==> config.mk <==
export PLATFORM = sky130hd
export DESIGN_NAME = fpcmp_unit
export DESIGN_NICKNAME = d
export VERILOG_FILES = /design/src/rtl/fpcmp_pkg.sv /design/src/rtl/fp_unpack.sv /design/src/rtl/fp_order.sv /design/src/rtl/fp_select.sv /design/src/rtl/fpcmp_unit.sv
export SDC_FILE = /design/constraint.sdc
export NUM_CORES = 1
export LEC_CHECK = 0
export ABC_AREA = 0
export BUFFER_PORTS_ARGS = -buffer_cell sky130_fd_sc_hd__buf_2
export CAP_MARGIN = 20
export CORE_MARGIN = 1
export CORE_UTILIZATION = 40
export CTS_CLUSTER_SIZE = 10
export DETAILED_ROUTE_END_ITERATION = 8
export PLACE_DENSITY = 0.7
export SYNTH_ARGS = -nofsm -noshare
export SYNTH_HDL_FRONTEND = slang
export SYNTH_SLANG_ARGS = --single-unit
==> constraint.sdc <==
create_clock -name clk -period 1.45 [get_ports clk]
set_clock_uncertainty 0.15 [all_clocks]
set_input_delay 0.145 -clock clk [delete_from_list [all_inputs] [get_ports clk]]
set_output_delay 0.145 -clock clk [all_outputs]
set_load 0.03 [all_outputs]
==> src/rtl/fpcmp_pkg.sv <==
package fpcmp_pkg;
  localparam int XLEN    = 64;
  localparam int SP_EXP  = 8;
  localparam int SP_FRAC = 23;
  localparam int DP_EXP  = 11;
  localparam int DP_FRAC = 52;
  localparam int SP_W    = 1 + SP_EXP + SP_FRAC;
  localparam int DP_W    = 1 + DP_EXP + DP_FRAC;

  typedef enum logic [2:0] {
    OP_EQ  = 3'd0,
    OP_LT  = 3'd1,
    OP_LE  = 3'd2,
    OP_MIN = 3'd3,
    OP_MAX = 3'd4
  } cmp_op_e;

  // Format-free view of one operand
  typedef struct packed {
    logic            sign;
    logic            nan;
    logic            snan;
    logic            zero;
    logic [XLEN-2:0] mag;
  } fp_info_t;

  function automatic logic [XLEN-1:0] canon_nan(input logic dbl);
    logic [XLEN-1:0] v;
    v = '0;
    if (dbl) v[DP_W-2 -: DP_EXP+1] = '1;
    else     v[SP_W-2 -: SP_EXP+1] = '1;
    return v;
  endfunction

  function automatic logic [XLEN-1:0] narrow(input logic dbl, input logic [XLEN-1:0] w);
    if (dbl) return w;
    return {{(XLEN-SP_W){1'b0}}, w[SP_W-1:0]};
  endfunction

  function automatic fp_info_t unpack_word(input logic dbl, input logic [XLEN-1:0] w);
    fp_info_t info;
    logic exp_ones, exp_none, frac_nz, frac_top;
    if (dbl) begin
      info.sign = w[DP_W-1];
      exp_ones  = &w[DP_W-2 -: DP_EXP];
      exp_none  = ~|w[DP_W-2 -: DP_EXP];
      frac_nz   = |w[DP_FRAC-1:0];
      frac_top  = w[DP_FRAC-1];
      info.mag  = w[DP_W-2:0];
    end else begin
      info.sign = w[SP_W-1];
      exp_ones  = &w[SP_W-2 -: SP_EXP];
      exp_none  = ~|w[SP_W-2 -: SP_EXP];
      frac_nz   = |w[SP_FRAC-1:0];
      frac_top  = w[SP_FRAC-1];
      info.mag  = {{(XLEN-SP_W){1'b0}}, w[SP_W-2:0]};
    end
    info.nan  = exp_ones & frac_nz;
    info.snan = exp_ones & frac_nz & ~frac_top;
    info.zero = exp_none & ~frac_nz;
    return info;
  endfunction
endpackage

==> src/rtl/fp_unpack.sv <==
module fp_unpack
  import fpcmp_pkg::*;
(
  input  logic            fmt_dbl,
  input  logic [XLEN-1:0] word,
  output fp_info_t        info
);
  assign info = unpack_word(fmt_dbl, word);
endmodule

==> src/rtl/fp_order.sv <==
module fp_order
  import fpcmp_pkg::*;
(
  input  fp_info_t a,
  input  fp_info_t b,
  output logic     num_lt,
  output logic     num_eq,
  output logic     mm_lt
);
  logic same_sign, both_zero, mag_lt, mag_gt, mag_eq;

  assign same_sign = (a.sign == b.sign);
  assign both_zero = a.zero & b.zero;
  assign mag_lt    = (a.mag < b.mag);
  assign mag_gt    = (a.mag > b.mag);
  assign mag_eq    = (a.mag == b.mag);

  always_comb begin
    if (both_zero)       num_lt = 1'b0;
    else if (!same_sign) num_lt = a.sign;
    else if (a.sign)     num_lt = mag_gt;
    else                 num_lt = mag_lt;
  end

  assign num_eq = both_zero | (same_sign & mag_eq);
  // min/max ordering places -0 below +0
  assign mm_lt  = num_lt | (both_zero & a.sign & ~b.sign);
endmodule

==> src/rtl/fp_select.sv <==
module fp_select
  import fpcmp_pkg::*;
(
  input  logic            fmt_dbl,
  input  logic [2:0]      op_sel,
  input  logic [XLEN-1:0] opa,
  input  logic [XLEN-1:0] opb,
  input  fp_info_t        ia,
  input  fp_info_t        ib,
  input  logic            num_lt,
  input  logic            num_eq,
  input  logic            mm_lt,
  output logic [XLEN-1:0] res_d,
  output logic            inv_d
);
  logic            any_nan, any_snan;
  logic [XLEN-1:0] ret_a, ret_b, mm_pick;
  logic            is_max;

  assign any_nan  = ia.nan | ib.nan;
  assign any_snan = ia.snan | ib.snan;
  assign ret_a    = narrow(fmt_dbl, opa);
  assign ret_b    = narrow(fmt_dbl, opb);
  assign is_max   = (op_sel == OP_MAX);

  always_comb begin
    if (ia.nan && ib.nan) mm_pick = canon_nan(fmt_dbl);
    else if (ia.nan)      mm_pick = ret_b;
    else if (ib.nan)      mm_pick = ret_a;
    else if (is_max)      mm_pick = mm_lt ? ret_b : ret_a;
    else                  mm_pick = mm_lt ? ret_a : ret_b;
  end

  always_comb begin
    res_d = '0;
    inv_d = 1'b0;
    case (op_sel)
      OP_EQ: begin
        res_d[0] = num_eq & ~any_nan;
        inv_d    = any_snan;
      end
      OP_LT: begin
        res_d[0] = num_lt & ~any_nan;
        inv_d    = any_nan;
      end
      OP_LE: begin
        res_d[0] = (num_lt | num_eq) & ~any_nan;
        inv_d    = any_nan;
      end
      OP_MIN, OP_MAX: begin
        res_d = mm_pick;
        inv_d = any_snan;
      end
      default: begin
        res_d = '0;
        inv_d = 1'b0;
      end
    endcase
  end
endmodule

==> src/rtl/fpcmp_unit.sv <==
module fpcmp_unit
  import fpcmp_pkg::*;
(
  input  logic            clk,
  input  logic            rst_n,
  input  logic            in_valid,
  input  logic            fmt_dbl,
  input  logic [2:0]      op_sel,
  input  logic [XLEN-1:0] opa,
  input  logic [XLEN-1:0] opb,
  output logic            out_valid,
  output logic [XLEN-1:0] result,
  output logic            invalid
);
  localparam int NOPS = 2;

  logic [XLEN-1:0] words [NOPS];
  fp_info_t        infos [NOPS];

  assign words[0] = opa;
  assign words[1] = opb;

  for (genvar i = 0; i < NOPS; i++) begin : g_unp
    fp_unpack u_unp (
      .fmt_dbl (fmt_dbl),
      .word    (words[i]),
      .info    (infos[i])
    );
  end

  // Named events for the checker
  logic a_nan, b_nan, a_snan, b_snan;
  assign a_nan  = infos[0].nan;
  assign b_nan  = infos[1].nan;
  assign a_snan = infos[0].snan;
  assign b_snan = infos[1].snan;

  logic num_lt, num_eq, mm_lt;
  fp_order u_ord (
    .a      (infos[0]),
    .b      (infos[1]),
    .num_lt (num_lt),
    .num_eq (num_eq),
    .mm_lt  (mm_lt)
  );

  logic [XLEN-1:0] res_d;
  logic            inv_d;
  fp_select u_sel (
    .fmt_dbl (fmt_dbl),
    .op_sel  (op_sel),
    .opa     (opa),
    .opb     (opb),
    .ia      (infos[0]),
    .ib      (infos[1]),
    .num_lt  (num_lt),
    .num_eq  (num_eq),
    .mm_lt   (mm_lt),
    .res_d   (res_d),
    .inv_d   (inv_d)
  );

  always_ff @(posedge clk or negedge rst_n) begin
    if (!rst_n) begin
      out_valid <= 1'b0;
      result    <= '0;
      invalid   <= 1'b0;
    end else begin
      out_valid <= in_valid;
      if (in_valid) begin
        result  <= res_d;
        invalid <= inv_d;
      end
    end
  end
endmodule

==> results.txt <==
CTS sink cnt - 66
Slew Limit Fails - 0
Cell area after layout - 0.0101 mm^2
Drt initial violations - 823
Worst path cell trace - buf_16 -> buf_16 -> and2_1 -> ha_4 -> nand4_1 -> nor3_4 -> a31oi_1 -> a31oi_1 -> a211oi_2 -> nor4bb_4 -> or4_4 -> o211ai_4 -> clkbuf_16 -> buf_6 -> mux2i_1 -> o22ai_1
DR pass1 iterations - 6
Maximum VDD drop - 0.000666 V
Die W - 121 um
Worst Path Arrival - 3600 ps
Final hold vios - 0
Mapped Cells - 693
Max clock buf depth - 2
# fillers - 975
GPL Wtd Cong - 0.954
CTS tree - built
Clk pwr share - 0.313
Sequential power share - 0.252
Tot GR Track Use - 0.331
Status - complete, but fails checks
Setup WS post-layout - -2090 ps
Post-synth cell types - 53
P_sw - 0.00285 W
Commonest non-fill, non-tap cell in the layout - buf_2
Worst-path clk slew - 60 ps
Core ar. - 0.0138 mm^2
Reg area - 0.00165 mm^2
Placed wire-length estimate - 15800 um
Commonest cells after routing, fill and taps aside - buf_2 (198), buf_4 (161), inv_1 (92)
Asr flop ratio synth - 1.00
Global route overflow - 0
Cell Pwr Density - 812 mW/mm^2
Synth Register Bits - 66
Synth Area per Inst - 8.14 um^2
Slowest-stage cell, CP - or4_4
RSZ-0062 raised after global routing - yes
Worst Path Max Fanout - 8
Antenna violations before repair - 2
Worst Path Required - 1520 ps
Multi-input gate area - 0.00426 mm^2
Port Buffers - 200
Sequential area share after synthesis - 0.293
Int Power - 0.00533 W
Min cycle time layout - 3540 ps
WL per Instance - 20.6 um
Post-Syn Nets - 891
Max frequency - 0.283 GHz
FP Rows - 43
Initial Util - 0.408
Die Span Y - 121 um
Ant. Diodes - 0
Post-synth top flop - dfrtp_1
Buffers and inverters on the worst path - 4
EDFF count, synth - 0
Nets - 1300
Switching share of power - 0.348
Leakage - 4.91 nW
Clk root buf - clkbuf_16
Clk Latency, worst-skew pair - 350 ps
Final non-filler cell total - 1287
Largest net degree at the start of global routing - 67
Combinational power share - 0.435
TritonCTS Buffers - 9
First-pass GRT wire length - 36900 um
Worst Setup Start Kind - input pin
Placement Cell Area - 0.00814 mm^2
CP delay by family, top - simple AND/OR/NAND/NOR gates
Area grow syn2layout - 78.5%
Die ar. - 0.0146 mm^2
Dpl cells - 1205
Relative slew margins - 0.537
Synth top area share - 0.293
Vias in the first global route - 7186
WL final - 26500 um
Synth top area cells - dfrtp_1 (29%), ha_1 (14%), mux2i_1 (6.4%)
Post-route clock period utilization - 2.44
H-tree Lvls - 3
Vias after detailed routing - 7497
Share of layout cells above drive strength 1 - 0.466
Worst setup EP type - flop
Failing checks - negative setup slack
Worst Hold Class - input pin to flop
Worst-margin pin slew - 695 ps
Io pins - 201
Max-cap violations - 0
Yosys warnings - 0
Antenna viol nets, final - 0
Setup Viol. Count Final - 65
Drt drc - 0
Critical path class - input pin to flop
Vias per inst - 5.83
Largest area contributor in the netlist - dfrtp_1
Mapped Area - 0.00564 mm^2
CP peak stage delay - 430 ps
-- cells in the mapped netlist (all sizes together), types with 3 or more instances --
cell    count
a221oi      3
nand3      15
o21a        3
nor2       20
a211oi      3
or3         3
inv        93
nor4       32
mux2i      36
a21o        9
a21oi      37
o221ai     10
dfrtp      66
clkbuf     19
nor3       13
o22ai      48
and2       35
nand4      25
o21ai      32
nand2b      9
nand2      81
o211ai      7
buf        10
ha         63
-- timing repair --
item	in CTS	in global routing
gates resized for setup	85	66
cloned	7	5
setup endpoints to repair	65	65
setup buffers	13	13
hold endpoints to repair	93	0
hold buffers	36	0
pin swaps	23	47
-- through the flow --
step	power, W	util	setup TNS (ps)	setup slack, ps	hold WS (ps)
after floorplan	0.00347	-	-124330	-1960	-301
after global placement	0.00458	0.589	-144880	-2290	30.3
after detailed placement	0.00463	0.589	-150220	-2390	37.3
after CTS	0.00770	0.689	-109980	-1770	3.99
after global routing	0.00844	0.728	-131650	-2140	20.0
final	0.00818	0.728	-127510	-2090	10.6
-- metal layers --
metal / track usage / up-vias / wire length [um] / part of all wire
met5: 0 / - / 14 / 0.00053
met4: 0.186 / 2 / 1320 / 0.050
met3: 0.0741 / 126 / 2250 / 0.085
met2: 0.559 / 484 / 12600 / 0.48
met1: 0.386 / 3553 / 10300 / 0.39
li1: - / 3332 / - / -
-- worst paths after layout --
check | start | endpoint | slack (ps) | depth (start not counted)
hold reg to reg | result[23] | result[23] | 360 | 2
setup reg to reg | result[0] | result[0] | 410 | 3
max in group asynchronous | rst_n | result[16] | 640 | 3
min in group asynchronous | rst_n | result[60] | 190 | 3
hold / removal | opb[57] | result[57] | 10 | 3
setup / recovery | fmt_dbl | result[43] | -2090 | 16
-- kinds of logic after synthesis --
group           share of synthesized area
fa+ha+maj                           0.140
mux                                0.0659
flops                               0.293
simple gates                        0.231
buf+inv                            0.0881
compound gates                      0.182
-- worst reg2reg max path, stage by stage (launching register included) --
cell and delay [ps]:
dfrtp_1 370, nor2b_1 130, a41oi_1 190, o21ai_1 90
-- layout make-up --
type	count	share of cell area
sequential	66	0.164
tap	180	0.0224
clock buffer	12	0.0265
inverter	93	0.0347
clock inverter	4	0.00721
multi-input combinational	505	0.423
timing repair buffer	427	0.322
-- power groups by stage --
stage | combinational, W | sequential (W) | clock (W)
after CTS | 0.00311 | 0.00205 | 0.00254
after global routing | 0.00375 | 0.00207 | 0.00262
final | 0.00356 | 0.00206 | 0.00256
after detailed placement | 0.00254 | 0.00208 | 0
after global placement | 0.00250 | 0.00208 | 0
after floorplan | 0.00112 | 0.00235 | 0
-- state kept, by name, summed over array words and instances, names as in the netlist --
register,count
result,64
out_valid,1
invalid,1
Power figures use the tool's default switching activity.
